<file path="config.mk">
export PLATFORM = sky130hd
export DESIGN_NAME = lvp_core
export DESIGN_NICKNAME = d
export VERILOG_FILES = /design/src/rtl/lvp_pkg.sv /design/src/rtl/lvp_binop.sv /design/src/rtl/lvp_unop.sv /design/src/rtl/lvp_regfile.sv /design/src/rtl/lvp_core.sv
export SDC_FILE = /design/constraint.sdc
export NUM_CORES = 1
export LEC_CHECK = 0
export BUFFER_PORTS_ARGS = -buffer_cell sky130_fd_sc_hd__buf_2
export CORE_UTILIZATION = 55
export CTS_CLUSTER_SIZE = 28
export DETAILED_ROUTE_END_ITERATION = 16
export PLACE_DENSITY = 0.88
export SYNTH_ARGS = -nofsm -noshare
export SYNTH_HDL_FRONTEND = slang
export SYNTH_SLANG_ARGS = --single-unit
</file>
<file path="constraint.sdc">
create_clock -name clk -period 10.6 [get_ports clk]
set_clock_uncertainty 0.15 [all_clocks]
set_input_delay 1.59 -clock clk [delete_from_list [all_inputs] [get_ports clk]]
set_output_delay 1.59 -clock clk [all_outputs]
set_load 0.05 [all_outputs]
</file>
<file path="src/rtl/lvp_pkg.sv">
package lvp_pkg;

    typedef enum logic [1:0] {
        BOP_PASS = 2'b00,
        BOP_AND  = 2'b01,
        BOP_OR   = 2'b10,
        BOP_XOR  = 2'b11
    } bop_e;

    typedef enum logic [1:0] {
        UOP_KEEP = 2'b00,
        UOP_INV  = 2'b01,
        UOP_PACK = 2'b10,
        UOP_RSV  = 2'b11
    } uop_e;

endpackage

</file>
<file path="src/rtl/lvp_binop.sv">
module lvp_binop
    import lvp_pkg::*;
#(
    parameter int W = 8
) (
    input  bop_e         op,
    input  logic [W-1:0] a,
    input  logic [W-1:0] b,
    output logic [W-1:0] y
);

    always_comb begin
        unique case (op)
            BOP_PASS: y = a;
            BOP_AND:  y = a & b;
            BOP_OR:   y = a | b;
            BOP_XOR:  y = a ^ b;
            default:  y = a;
        endcase
    end

endmodule

</file>
<file path="src/rtl/lvp_unop.sv">
module lvp_unop
    import lvp_pkg::*;
#(
    parameter int W = 8
) (
    input  uop_e         op,
    input  logic [W-1:0] a,
    output logic [W-1:0] y
);

    logic [W-1:0] packed_v;
    int           ones;

    always_comb begin
        ones = 0;
        for (int i = 0; i < W; i++) begin
            ones = ones + int'(a[i]);
        end
        for (int i = 0; i < W; i++) begin
            packed_v[i] = (i >= (W - ones));
        end
    end

    always_comb begin
        unique case (op)
            UOP_KEEP: y = a;
            UOP_INV:  y = ~a;
            UOP_PACK: y = packed_v;
            UOP_RSV:  y = a;
            default:  y = a;
        endcase
    end

endmodule

</file>
<file path="src/rtl/lvp_regfile.sv">
module lvp_regfile #(
    parameter int W    = 8,
    parameter int NREG = 4,
    localparam int AW  = $clog2(NREG)
) (
    input  logic          clk,
    input  logic          rst_n,
    input  logic          ld_en,
    input  logic [AW-1:0] ld_addr,
    input  logic [W-1:0]  ld_data,
    input  logic          wb_en,
    input  logic [AW-1:0] wb_addr,
    input  logic [W-1:0]  wb_data,
    output logic [W-1:0]  q [NREG]
);

    for (genvar g = 0; g < NREG; g++) begin : g_reg
        always_ff @(posedge clk or negedge rst_n) begin
            if (!rst_n) begin
                q[g] <= '0;
            end else if (ld_en && (ld_addr == AW'(g))) begin
                q[g] <= ld_data;
            end else if (wb_en && (wb_addr == AW'(g))) begin
                q[g] <= wb_data;
            end
        end
    end

    AST_LOAD_LANDS: assert property (@(posedge clk) disable iff (!rst_n)
        ld_en |=> q[$past(ld_addr)] == $past(ld_data));

    AST_WRITEBACK_LANDS: assert property (@(posedge clk) disable iff (!rst_n)
        (wb_en && !(ld_en && ld_addr == wb_addr)) |=> q[$past(wb_addr)] == $past(wb_data));

endmodule

</file>
<file path="src/rtl/lvp_core.sv">
module lvp_core
    import lvp_pkg::*;
#(
    parameter int W    = 8,
    parameter int ROWS = 4,
    localparam int RW  = (ROWS > 1) ? $clog2(ROWS) : 1
) (
    input  logic          clk,
    input  logic          rst_n,
    input  logic          ins_valid,
    input  logic [1:0]    ins_bop,
    input  logic [1:0]    ins_uop,
    input  logic [1:0]    ins_srca,
    input  logic [1:0]    ins_srcb,
    input  logic          ins_amat,
    input  logic          ins_bmat,
    input  logic [RW-1:0] ins_row,
    input  logic [1:0]    ins_dst,
    output logic [RW-1:0] mat_row_addr,
    input  logic [W-1:0]  mat_row_data,
    input  logic          ld_en,
    input  logic [1:0]    ld_addr,
    input  logic [W-1:0]  ld_data,
    input  logic [1:0]    rd_addr,
    output logic [W-1:0]  rd_data,
    output logic          any_one
);

    localparam int NREG = 4;

    logic [W-1:0] regs [NREG];
    logic [W-1:0] opa, opb, lvl1, lvl2;
    bop_e         bop;
    uop_e         uop;

    assign bop          = bop_e'(ins_bop);
    assign uop          = uop_e'(ins_uop);
    assign mat_row_addr = ins_row;

    assign opa = ins_amat ? mat_row_data : regs[ins_srca];
    assign opb = ins_bmat ? mat_row_data : regs[ins_srcb];

    lvp_binop #(.W(W)) u_bin (
        .op (bop),
        .a  (opa),
        .b  (opb),
        .y  (lvl1)
    );

    lvp_unop #(.W(W)) u_un (
        .op (uop),
        .a  (lvl1),
        .y  (lvl2)
    );

    lvp_regfile #(.W(W), .NREG(NREG)) u_rf (
        .clk     (clk),
        .rst_n   (rst_n),
        .ld_en   (ld_en),
        .ld_addr (ld_addr),
        .ld_data (ld_data),
        .wb_en   (ins_valid),
        .wb_addr (ins_dst),
        .wb_data (lvl2),
        .q       (regs)
    );

    assign rd_data = regs[rd_addr];
    assign any_one = ins_valid && (|lvl2);

    AST_PACK_KEEPS_COUNT: assert property (@(posedge clk) disable iff (!rst_n)
        (ins_valid && ins_uop == 2'b10) |-> $countones(lvl2) == $countones(lvl1));

    AST_DOUBLE_PASS: assert property (@(posedge clk) disable iff (!rst_n)
        (ins_valid && ins_bop == 2'b00 && ins_uop == 2'b00) |-> lvl2 == opa);

    AST_FLAG_IDLE: assert property (@(posedge clk) disable iff (!rst_n)
        !ins_valid |-> !any_one);

    AST_INVERT_DISJOINT: assert property (@(posedge clk) disable iff (!rst_n)
        (ins_valid && ins_uop == 2'b01) |-> (lvl2 & lvl1) == '0);

endmodule

</file>
-- Word-level counts from Yosys, hierarchy flattened
Cells that the tools add are included.
- bits in registers: 32
- output and inout port bits: 11
- logic and storage cells: 82
- bits of input ports: 38
- eq/ne operators: 12
- $add $sub $neg: 8
- bitwise operators: 7
- order comparisons: 11
- reductions and logical operators: 19
- muxes and demuxes: 21
- operator list (cell ; count):
    adder 32 x 2 -> 32 bit ; 6
    greater-or-equal comparator 4 x 32 -> 1 bit, first input constant ; 4
    2-to-1 mux 8 bit ; 16
    greater-or-equal comparator 3 x 32 -> 1 bit, first input constant ; 2
    binary-select mux 8 bit (select 2 bit) ; 3
    greater-or-equal comparator 1 x 32 -> 1 bit, first input constant ; 1
    greater-or-equal comparator 2 x 32 -> 1 bit, first input constant ; 1
    one-hot mux 8 bit (4 select lines) ; 1
    subtractor 5 x 32 -> 32 bit, first input constant ; 1
    one-hot mux 8 bit (3 select lines) ; 1
    == test 2 bit, second input constant ; 8
    greater-or-equal comparator 3 bit, second input constant ; 3
    logical AND 1 bit ; 9
    NOT 2 -> 3 bit ; 3
    AND 8 bit ; 1
    == test 2 x 1 -> 1 bit, second input constant ; 4
    zero test 2 bit ; 4
    NOT 8 bit ; 1
    bitwise OR 8 bit ; 1
    nonzero test 2 bit ; 4
    OR reduction 8 bit ; 1
    bitwise XOR 8 bit ; 1
    adder 1 x 1 -> 2 bit ; 1
    OR reduction 2 bit ; 1

-- Depth between registers and ports, before layout
Gate-level depths: netlist of run 1.
- word-level depth: 19
- mapped depth: 27
- depth with buffers taken out: 26

-- Modules after synthesis
A second synthesis of run 1 with hierarchy kept.
- cells, all modules: 381
- area, all modules: 3349.5 sq um
- by module, submodules not included (module ; area each (sq um) ; instances ; cells an instance ; sequential area each (sq um)):
    lvp_regfile ; 1585.3 ; 1 ; 184 ; 800.8
    lvp_core ; 884.6 ; 1 ; 99 ; 0.0
    lvp_binop ; 493.0 ; 1 ; 50 ; 0.0
    lvp_unop ; 386.6 ; 1 ; 48 ; 0.0

-- Worst setup path after synthesis of run 1
Ideal clock, no wire load.
- path type: input-to-output
- start: input ins_srcb[0]
- end: output any_one
- cell stages on the path: 19
- data required time: 8860 ps
- path buffers: 1
- slack: 1821 ps
- data arrival time: 7039 ps
- cell sequence: clkbuf_1 -> mux4_2 -> mux2i_1 -> ha_1 -> mux4_2 -> and2_4 -> inv_1 -> fa_1 -> ha_1 -> fa_1 -> inv_1 -> fa_1 -> inv_1 -> fa_1 -> a21o_1 -> a21o_1 -> a221oi_4 -> o311ai_1 -> o31a_1
- longest elaborated chain between the ends: 19
- elaborated cells between the ends (all ways): 29
- those cells by class: add/sub: 8; order compare: 8; mux: 6; bitwise: 5; reduce/logical: 2
- RTL lines (element ; RTL line ; RTL):
    start: declaration ; lvp_core.sv:14 ; input logic [1:0] ins_srcb,
    NOT 2 -> 3 bit (not written as such) * ; lvp_core.sv:41 ; assign opb = ins_bmat ? mat_row_data : regs[ins_srcb];
    binary-select mux 8 bit (select 2 bit) * ; lvp_core.sv:41 ;
    2-to-1 mux 8 bit (not written as such) * (2 in a row) ; lvp_core.sv:41 ;
    2-to-1 mux 8 bit * ; lvp_core.sv:41 ;
    bitwise XOR 8 bit (tied with other cells) ; lvp_binop.sv:17 ; BOP_XOR: y = a ^ b;
    one-hot mux 8 bit (4 select lines) * ; lvp_binop.sv:13 ; unique case (op)
    adder 1 x 1 -> 2 bit ; lvp_unop.sv:17 ; ones = ones + int'(a[i]);
    adder 32 x 2 -> 32 bit (6 in a row) ; lvp_unop.sv:17 ;
    subtractor 5 x 32 -> 32 bit ; lvp_unop.sv:20 ; packed_v[i] = (i >= (W - ones));
    greater-or-equal comparator 1 x 32 -> 1 bit (tied with other cells) ; lvp_unop.sv:20 ;
    one-hot mux 8 bit (3 select lines) * ; lvp_unop.sv:25 ; unique case (op)
    OR reduction 8 bit * ; lvp_core.sv:69 ; assign any_one = ins_valid && (|lvl2);
    logical AND 1 bit * ; lvp_core.sv:69 ;
    end: declaration ; lvp_core.sv:26 ; output logic any_one
Mark *: on every way between the ends. The rest lies on a longest branch, timed or not. The select of a mux whose other input is x is not followed.

-- Worst setup path in the final report of run 1
- start: input ins_srca[1]
- end: output any_one
- longest elaborated chain between the ends: 19
- elaborated cells between the ends (all ways): 29
- those cells by class: add/sub: 8; order compare: 8; mux: 6; bitwise: 5; reduce/logical: 2
- RTL lines (element ; RTL line ; RTL):
    start: declaration ; lvp_core.sv:13 ; input logic [1:0] ins_srca,
    NOT 2 -> 3 bit (not written as such) * ; lvp_core.sv:40 ; assign opa = ins_amat ? mat_row_data : regs[ins_srca];
    binary-select mux 8 bit (select 2 bit) * ; lvp_core.sv:40 ;
    2-to-1 mux 8 bit (not written as such) * (2 in a row) ; lvp_core.sv:40 ;
    2-to-1 mux 8 bit * ; lvp_core.sv:40 ;
    bitwise XOR 8 bit (tied with other cells) ; lvp_binop.sv:17 ;
    one-hot mux 8 bit (4 select lines) * ; lvp_binop.sv:13 ;
    adder 1 x 1 -> 2 bit ; lvp_unop.sv:17 ;
    adder 32 x 2 -> 32 bit (6 in a row) ; lvp_unop.sv:17 ;
    subtractor 5 x 32 -> 32 bit ; lvp_unop.sv:20 ;
    greater-or-equal comparator 1 x 32 -> 1 bit (tied with other cells) ; lvp_unop.sv:20 ;
    one-hot mux 8 bit (3 select lines) * ; lvp_unop.sv:25 ;
    OR reduction 8 bit * ; lvp_core.sv:69 ;
    logical AND 1 bit * ; lvp_core.sv:69 ;
Marks and branches as above.

==> results.sh, run 1 <==
export IMPL_outcome="complete, no violations"
export IMPL_clkTransAtPathRegs_ns=0.07
export IMPL_grt_overflow_total=0
export IMPL_clkPwrFrac_pct=13.9
export IMPL_cp_cell_sequence="buf_2 > mux2_2 > nor2_1 > a211oi_1 > a21oi_1 > inv_1 > ha_1 > mux4_2 > and2_4 > inv_1 > fa_1 > ha_1 > fa_1 > inv_1 > fa_1 > inv_1 > fa_1 > o21a_1 > o21ai_0 > nor3_1 > a221oi_4 > o311ai_1 > o31a_1 > buf_2"
export IMPL_post_cts_resized=0
export IMPL_wl_per_cell_um=18.6
export IMPL_detail_route_antenna_nets=0
export IMPL_io_buffers=44
export IMPL_synth_warnings=0
export IMPL_most_common_layout_cells="47 x inv_1, 44 x buf_2, 39 x nand2_1, 32 x dfrtp_1, 28 x ha_1"
export IMPL_power_frac_seq_pct=22.9
export IMPL_viasPerCell=6.53
export IMPL_critPathMaxStageDelay_ns=0.50
export IMPL_syn_area_um2=3900
export IMPL_numCtsBuffers=5
export IMPL_num_rows=30
export IMPL_fillerInstances=581
export IMPL_swShare_pct=45.7
export IMPL_antenna_cells=0
export IMPL_syn_num_nets=477
export IMPL_reg_largest_list="u_rf.q: 32 flops"
export IMPL_hold_violations=0
export IMPL_async_reset_ff_share_pct=100
export IMPL_finalCriticalPeriod_ns=9.22
export IMPL_cellInternalPower_w=0.000457
export IMPL_fin_setup_tns_ns=0
export IMPL_worstHoldPathType="reg -> reg"
export IMPL_setup_violations=0
export IMPL_grt_util_all_layers_pct=28.3
export IMPL_crit_buf_inv=6
export IMPL_crit_type="in -> out"
export IMPL_largest_register="u_rf.q"
export IMPL_grt_pass1_wl_um=16500
export IMPL_period_share_pct=86.9
export IMPL_cp_slowest_cell="fa_1"
export IMPL_rsz0062_at_grt="false"
export IMPL_core_um2=6830
export IMPL_tightest_slew_ns=0.787
export IMPL_io_pins=49
export IMPL_grt_pass1_vias=3389
export IMPL_die_y_um=86.2
export IMPL_route_detailed_drc=0
export IMPL_slew_limit_headroom_pct=47.5
export IMPL_cts_setup_buffers=0
export IMPL_drt_iter0_drc=276
export IMPL_syn_to_final_growth_pct=6.10
export IMPL_antenna_found_initial=0
export IMPL_htree_levels=2
export IMPL_crit_required_ns=8.86
export IMPL_synthCells=407
export IMPL_vdd_drop_max_v=0.000109
export IMPL_layout_commonest_cell="inv_1"
export IMPL_crit_start="ins_srca[1]"
export IMPL_place_gp_congestion=0.920
export IMPL_utilization_pct=60.6
export IMPL_max_freq_ghz=0.109
export IMPL_die_w_um=86.2
export IMPL_clk_path_buf_depth=2
export IMPL_wl_um=9830
export IMPL_cp_max_fo=21
export IMPL_powerDensity_nw_per_um2=204
export IMPL_ys_types=75
export IMPL_drive_above_1_share_pct=26.2
export IMPL_clk_latency_ns=0.29
export IMPL_dpl_hpwl_um=7790
export IMPL_cts_tree="yes"
export IMPL_ys_seq_area_share_pct=20.5
export IMPL_drv_slew=0
export IMPL_power_frac_comb_pct=63.2
export IMPL_synth_edf_count=0
export IMPL_crit_arrival_ns=7.48
export IMPL_r2r_start="u_rf.q[13]"
export IMPL_vias=3449
export IMPL_grt_max_degree=33
export IMPL_cts_hold_buf=0
export IMPL_p_leak_nw=1.89
export IMPL_largest_reg_flops=32
export IMPL_cp_top_family="adder cells"
export IMPL_hold_start="u_rf.q[23]"
export IMPL_finalNetCount=501
export IMPL_ys_ff_latch=32
export IMPL_drv_cap=0
export IMPL_drt_first_pass_iters=7
export IMPL_p_sw_w=0.000386
export IMPL_end_kind="output port"
export IMPL_start_kind="input pin"
export IMPL_fp_dieArea_um2=7430
export IMPL_clock_sinks=32
export IMPL_start_util_pct=57.1
export IMPL_ys_flop_type="dfrtp_1"
export IMPL_root_buffer="clkbuf_8"
export IMPL_synth_area_per_cell_um2=9.58
tightest hold or removal path: cells and delay by family, from the launching register on:
| family | cells | cell delay (ns) |
|---|---|---|
| AOI/OAI and AO/OA | 1 | 0.08 |
| and+or+nand+nor | 1 | 0.07 |
| DFF | 1 | 0.40 |
worst paths after layout:
check / end / slack, ns / depth (start not counted)
min in group asynchronous: u_rf.q[14] / 1.20 / 1
min reg2reg: u_rf.q[23] / 0.43 / 2
max: any_one / 1.38 / 24
max reg2reg: u_rf.q[30] / 4.59 / 19
max in group asynchronous: u_rf.q[10] / 8.63 / 1
min: u_rf.q[23] / 0.43 / 2
cell type report:
class                           count  area, um^2  share of cell area [%]
Clock buffer                        5        68.8                    1.66
Clock inverter                      3        42.5                    1.03
Inverter                           47         176                    4.26
Multi-Input combinational cell    300        2700                    65.3
Sequential cell                    32         801                    19.4
Tap cell                           96         120                    2.90
Timing Repair Buffer               45         228                    5.50
cells in the mapped netlist (3+ instances only):
master    number  area share (%)
o21ai_0        8             1.0
o21ai_1        5            0.64
nor2_1        17             1.6
a21o_1         5            0.96
fa_1           4             2.1
inv_1         47             4.5
mux4_2        21              12
o31a_1         3            0.67
and2b_2        3            0.67
dfrtp_1       32              21
buf_6          4             1.2
ha_1          28             9.0
nand3_1        4            0.51
mux2_2         9             2.6
o211ai_1      18             3.5
nand3b_1       6             1.2
mux2i_1       12             3.1
nand2b_1       7             1.1
clkbuf_8       5             1.8
a21oi_1        9             1.2
a31oi_1        8             1.3
or3_1          4            0.64
a211oi_2       3            0.96
and2_1         6            0.96
o311ai_1       3            0.67
nand2_1       39             3.8
a211oi_1       5            0.96
o21a_1        20             3.8
clkbuf_1      11             1.1
nor3_1         4            0.51
routing by layer:
metal,routed length (um),GRT usage (%)
met5,0,0
met4,279,13.5
met3,743,5.71
met2,4830,46.3
met1,3980,36.2
through the flow:
step | std cells | cell area, um^2 | hold slack, ns | power [W] | setup slack [ns]
after floorplan | 407 | 3900 | 0.387 | 0.000602 | 1.82
after global placement | 520 | 4030 | 0.416 | 0.000697 | 1.63
after detailed placement | 520 | 4030 | 0.420 | 0.000719 | 1.45
after CTS | 528 | 4140 | 0.432 | 0.000838 | 1.43
after global routing | 528 | 4140 | 0.481 | 0.000904 | 1.14
final | 528 | 4140 | 0.435 | 0.000843 | 1.38
cells by family (layout without fill, tap and decap cells):
logic type	count (synthesis)	after routing	share of synthesized area, %
muxes	45	45	19.7
adders and majority gates	32	32	11.0
buffers and inverters	75	100	10.2
and+or+nand+nor	110	110	15.4
DFF	32	32	20.5
AOI/OAI and AO/OA	113	113	23.1
power groups by stage:
| stage | clock network (W) | logic [W] | registers, W |
|---|---|---|---|
| 6_report | 0.000117 | 0.000532 | 0.000193 |
| 5_1_grt | 0.000124 | 0.000583 | 0.000197 |
| 4_1_cts | 0.000119 | 0.000528 | 0.000191 |
| 3_5_place_dp | 0 | 0.000526 | 0.000193 |
| 3_3_place_gp | 0 | 0.000507 | 0.000190 |
| 2_1_floorplan | 0 | 0.000423 | 0.000179 |
Note: power is estimated with default switching activity, not from simulation.
==> run 2, diff against run 1 <==
--- a/config.mk
+++ b/config.mk
@@ -6,6 +6,7 @@
 export NUM_CORES = 1
 export LEC_CHECK = 0
 export BUFFER_PORTS_ARGS = -buffer_cell sky130_fd_sc_hd__buf_2
+export CORE_MARGIN = 2
 export CORE_UTILIZATION = 55
 export CTS_CLUSTER_SIZE = 28
 export DETAILED_ROUTE_END_ITERATION = 16
==> run 2 against run 1 <==
Net effect:
- setup slack better by 0.069 ns
- critical path depth unchanged
- die area grew 4.7%
- sequential share of layout area increased by 0.071 points
- non-clock buffer count is the same
- fmax rose by 0.76%
- via count is 4.4% lower
- clock power fell by 13%
- register-to-register slack improved by 0.04 ns
- global-route usage shrank 2.3 points
- highest routed layer unchanged
==> results.sh, run 2 (synthesis gave the netlist of run 1 again) <==
export IMPL_drt_iter0_drc=205
export IMPL_cts_setup_buffers=0
export IMPL_drv_slew=0
export IMPL_finalCriticalPeriod_ns=9.15
export IMPL_crit_arrival_ns=7.41
export IMPL_largest_register="u_rf.q"
export IMPL_grt_pass1_wl_um=15600
export IMPL_hold_violations=0
export IMPL_grt_util_all_layers_pct=26.0
export IMPL_drt_first_pass_iters=5
export IMPL_numCtsBuffers=5
export IMPL_start_util_pct=57.1
export IMPL_setup_ws_ns=1.45
export IMPL_grt_max_degree=33
export IMPL_die_y_um=88.2
export IMPL_vias=3297
export IMPL_crit_required_ns=8.86
export IMPL_r2r_slack_ns=4.63
export IMPL_rsz0062_at_grt="false"
export IMPL_cts_hold_buf=0
export IMPL_crit_type="in -> out"
export IMPL_slew_limit_headroom_pct=48.4
export IMPL_clkPwrFrac_pct=12.3
export IMPL_num_rows=30
export IMPL_fillerInstances=579
export IMPL_clock_sinks=32
export IMPL_regArea_um2=801
export IMPL_most_common_layout_cells="47 x inv_1, 44 x buf_2, 39 x nand2_1, 32 x dfrtp_1, 28 x ha_1"
export IMPL_setup_violations=0
export IMPL_pre_cts_slack_ns=1.52
export IMPL_viasPerCell=6.26
export IMPL_p_leak_nw=1.89
export IMPL_fp_dieArea_um2=7780
export IMPL_max_freq_ghz=0.109
export IMPL_finalNetCount=501
export IMPL_powerDensity_nw_per_um2=201
export IMPL_root_buffer="clkbuf_8"
export IMPL_layout_commonest_cell="inv_1"
export IMPL_largest_reg_flops=32
export IMPL_reg_largest_list="u_rf.q: 32 flops"
export IMPL_antenna_found_initial=0
export IMPL_clk_latency_ns=0.29
export IMPL_route_detailed_drc=0
export IMPL_tightest_slew_ns=0.774
export IMPL_end_kind="output port"
export IMPL_drive_above_1_share_pct=26.0
export IMPL_drv_cap=0
export IMPL_grt_overflow_total=0
export IMPL_fin_setup_tns_ns=0
export IMPL_io_pins=49
export IMPL_dpl_hpwl_um=7570
export IMPL_clkTransAtPathRegs_ns=0.07
export IMPL_htree_levels=2
export IMPL_io_buffers=44
export IMPL_cp_max_fo=21
export IMPL_power_frac_comb_pct=64.2
export IMPL_start_kind="input pin"
export IMPL_antenna_cells=0
export IMPL_power_frac_seq_pct=23.5
export IMPL_cts_tree="yes"
export IMPL_p_sw_w=0.000382
export IMPL_stdcell_count=527
export IMPL_wl_um=9670
export IMPL_place_gp_congestion=0.955
export IMPL_grt_pass1_vias=3123
export IMPL_syn_to_final_growth_pct=5.71
export IMPL_swShare_pct=46.1
export IMPL_wl_per_cell_um=18.3
export IMPL_cellInternalPower_w=0.000446
export IMPL_die_w_um=88.2
export IMPL_post_cts_resized=0
export IMPL_clk_path_buf_depth=2
export IMPL_worstHoldPathType="reg -> reg"
export IMPL_core_um2=6830
export IMPL_period_share_pct=86.3
export IMPL_outcome="complete, no violations"
export IMPL_dpl_cell_count=520
export IMPL_detail_route_antenna_nets=0
export IMPL_multi_input_area_um2=2700
export IMPL_vdd_drop_max_v=0.000167
[run 2: cell types whose count changed in the layout (fill, tap and decap cells not counted), sizes merged]
cell / before / now
bufinv: 1 / 0
clkbuf: 5 / 7
clkinv: 1 / 0
clkinvlp: 1 / 0
[run 2: worst max-delay path: stages]
cell	delay [ns]
buf_2	0.36
mux2_2	0.41
nor2_1	0.10
a211oi_1	0.06
a21oi_1	0.19
inv_1	0.07
ha_1	0.19
mux4_2	0.47
and2_4	0.17
inv_1	0.06
fa_1	0.42
ha_1	0.23
fa_1	0.50
inv_1	0.05
fa_1	0.42
inv_1	0.10
fa_1	0.48
o21a_1	0.21
o21ai_0	0.24
nor3_1	0.14
a221oi_4	0.33
o311ai_1	0.15
o31a_1	0.25
buf_2	0.21
[run 2: layout make-up]
type	count	share of cell area, %
clock buffers	7	2.34
inverters	47	4.28
multi-input cells	300	65.5
flip-flops and latches	32	19.4
well taps	96	2.91
repair buffers	45	5.52
[run 2: path summary, 6_finish.rpt]
path / cells after the start / startpoint / endpoint
worst max-delay path: 24 / ins_srca[1] / any_one
worst min register to register: 2 / u_rf.q[23] / u_rf.q[23]
max in group asynchronous: 1 / rst_n / u_rf.q[26]
worst min-delay path: 2 / u_rf.q[23] / u_rf.q[23]
worst max register to register: 19 / u_rf.q[13] / u_rf.q[30]
min in group asynchronous: 1 / rst_n / u_rf.q[27]
[run 2: metal layers]
layer	GRT usage [%]	wire (um)	vias up
met1	36.3	4180	1561
met5	0	0	-
met4	9.92	299	0
li1	-	-	1552
met2	40.5	4480	157
met3	4.71	706	27
[run 2: power by group through the flow]
stage	registers [W]	logic (W)	clock network (W)
2_1_floorplan	0.000179	0.000423	0
3_3_place_gp	0.000190	0.000508	0
3_5_place_dp	0.000194	0.000523	0
4_1_cts	0.000192	0.000526	0.000103
5_1_grt	0.000198	0.000588	0.000108
6_report	0.000195	0.000532	0.000102
[run 2: metrics by stage]
| step | power [W] | utilization (%) | cell area (um^2) | hold slack (ns) |
|---|---|---|---|---|
| after floorplan | 0.000602 | - | 3900 | 0.387 |
| after global placement | 0.000698 | 58.9 | 4030 | 0.418 |
| after detailed placement | 0.000717 | 58.9 | 4030 | 0.431 |
| after CTS | 0.000821 | 60.3 | 4120 | 0.441 |
| after global routing | 0.000894 | 60.3 | 4120 | 0.466 |
| final | 0.000828 | 60.3 | 4120 | 0.446 |
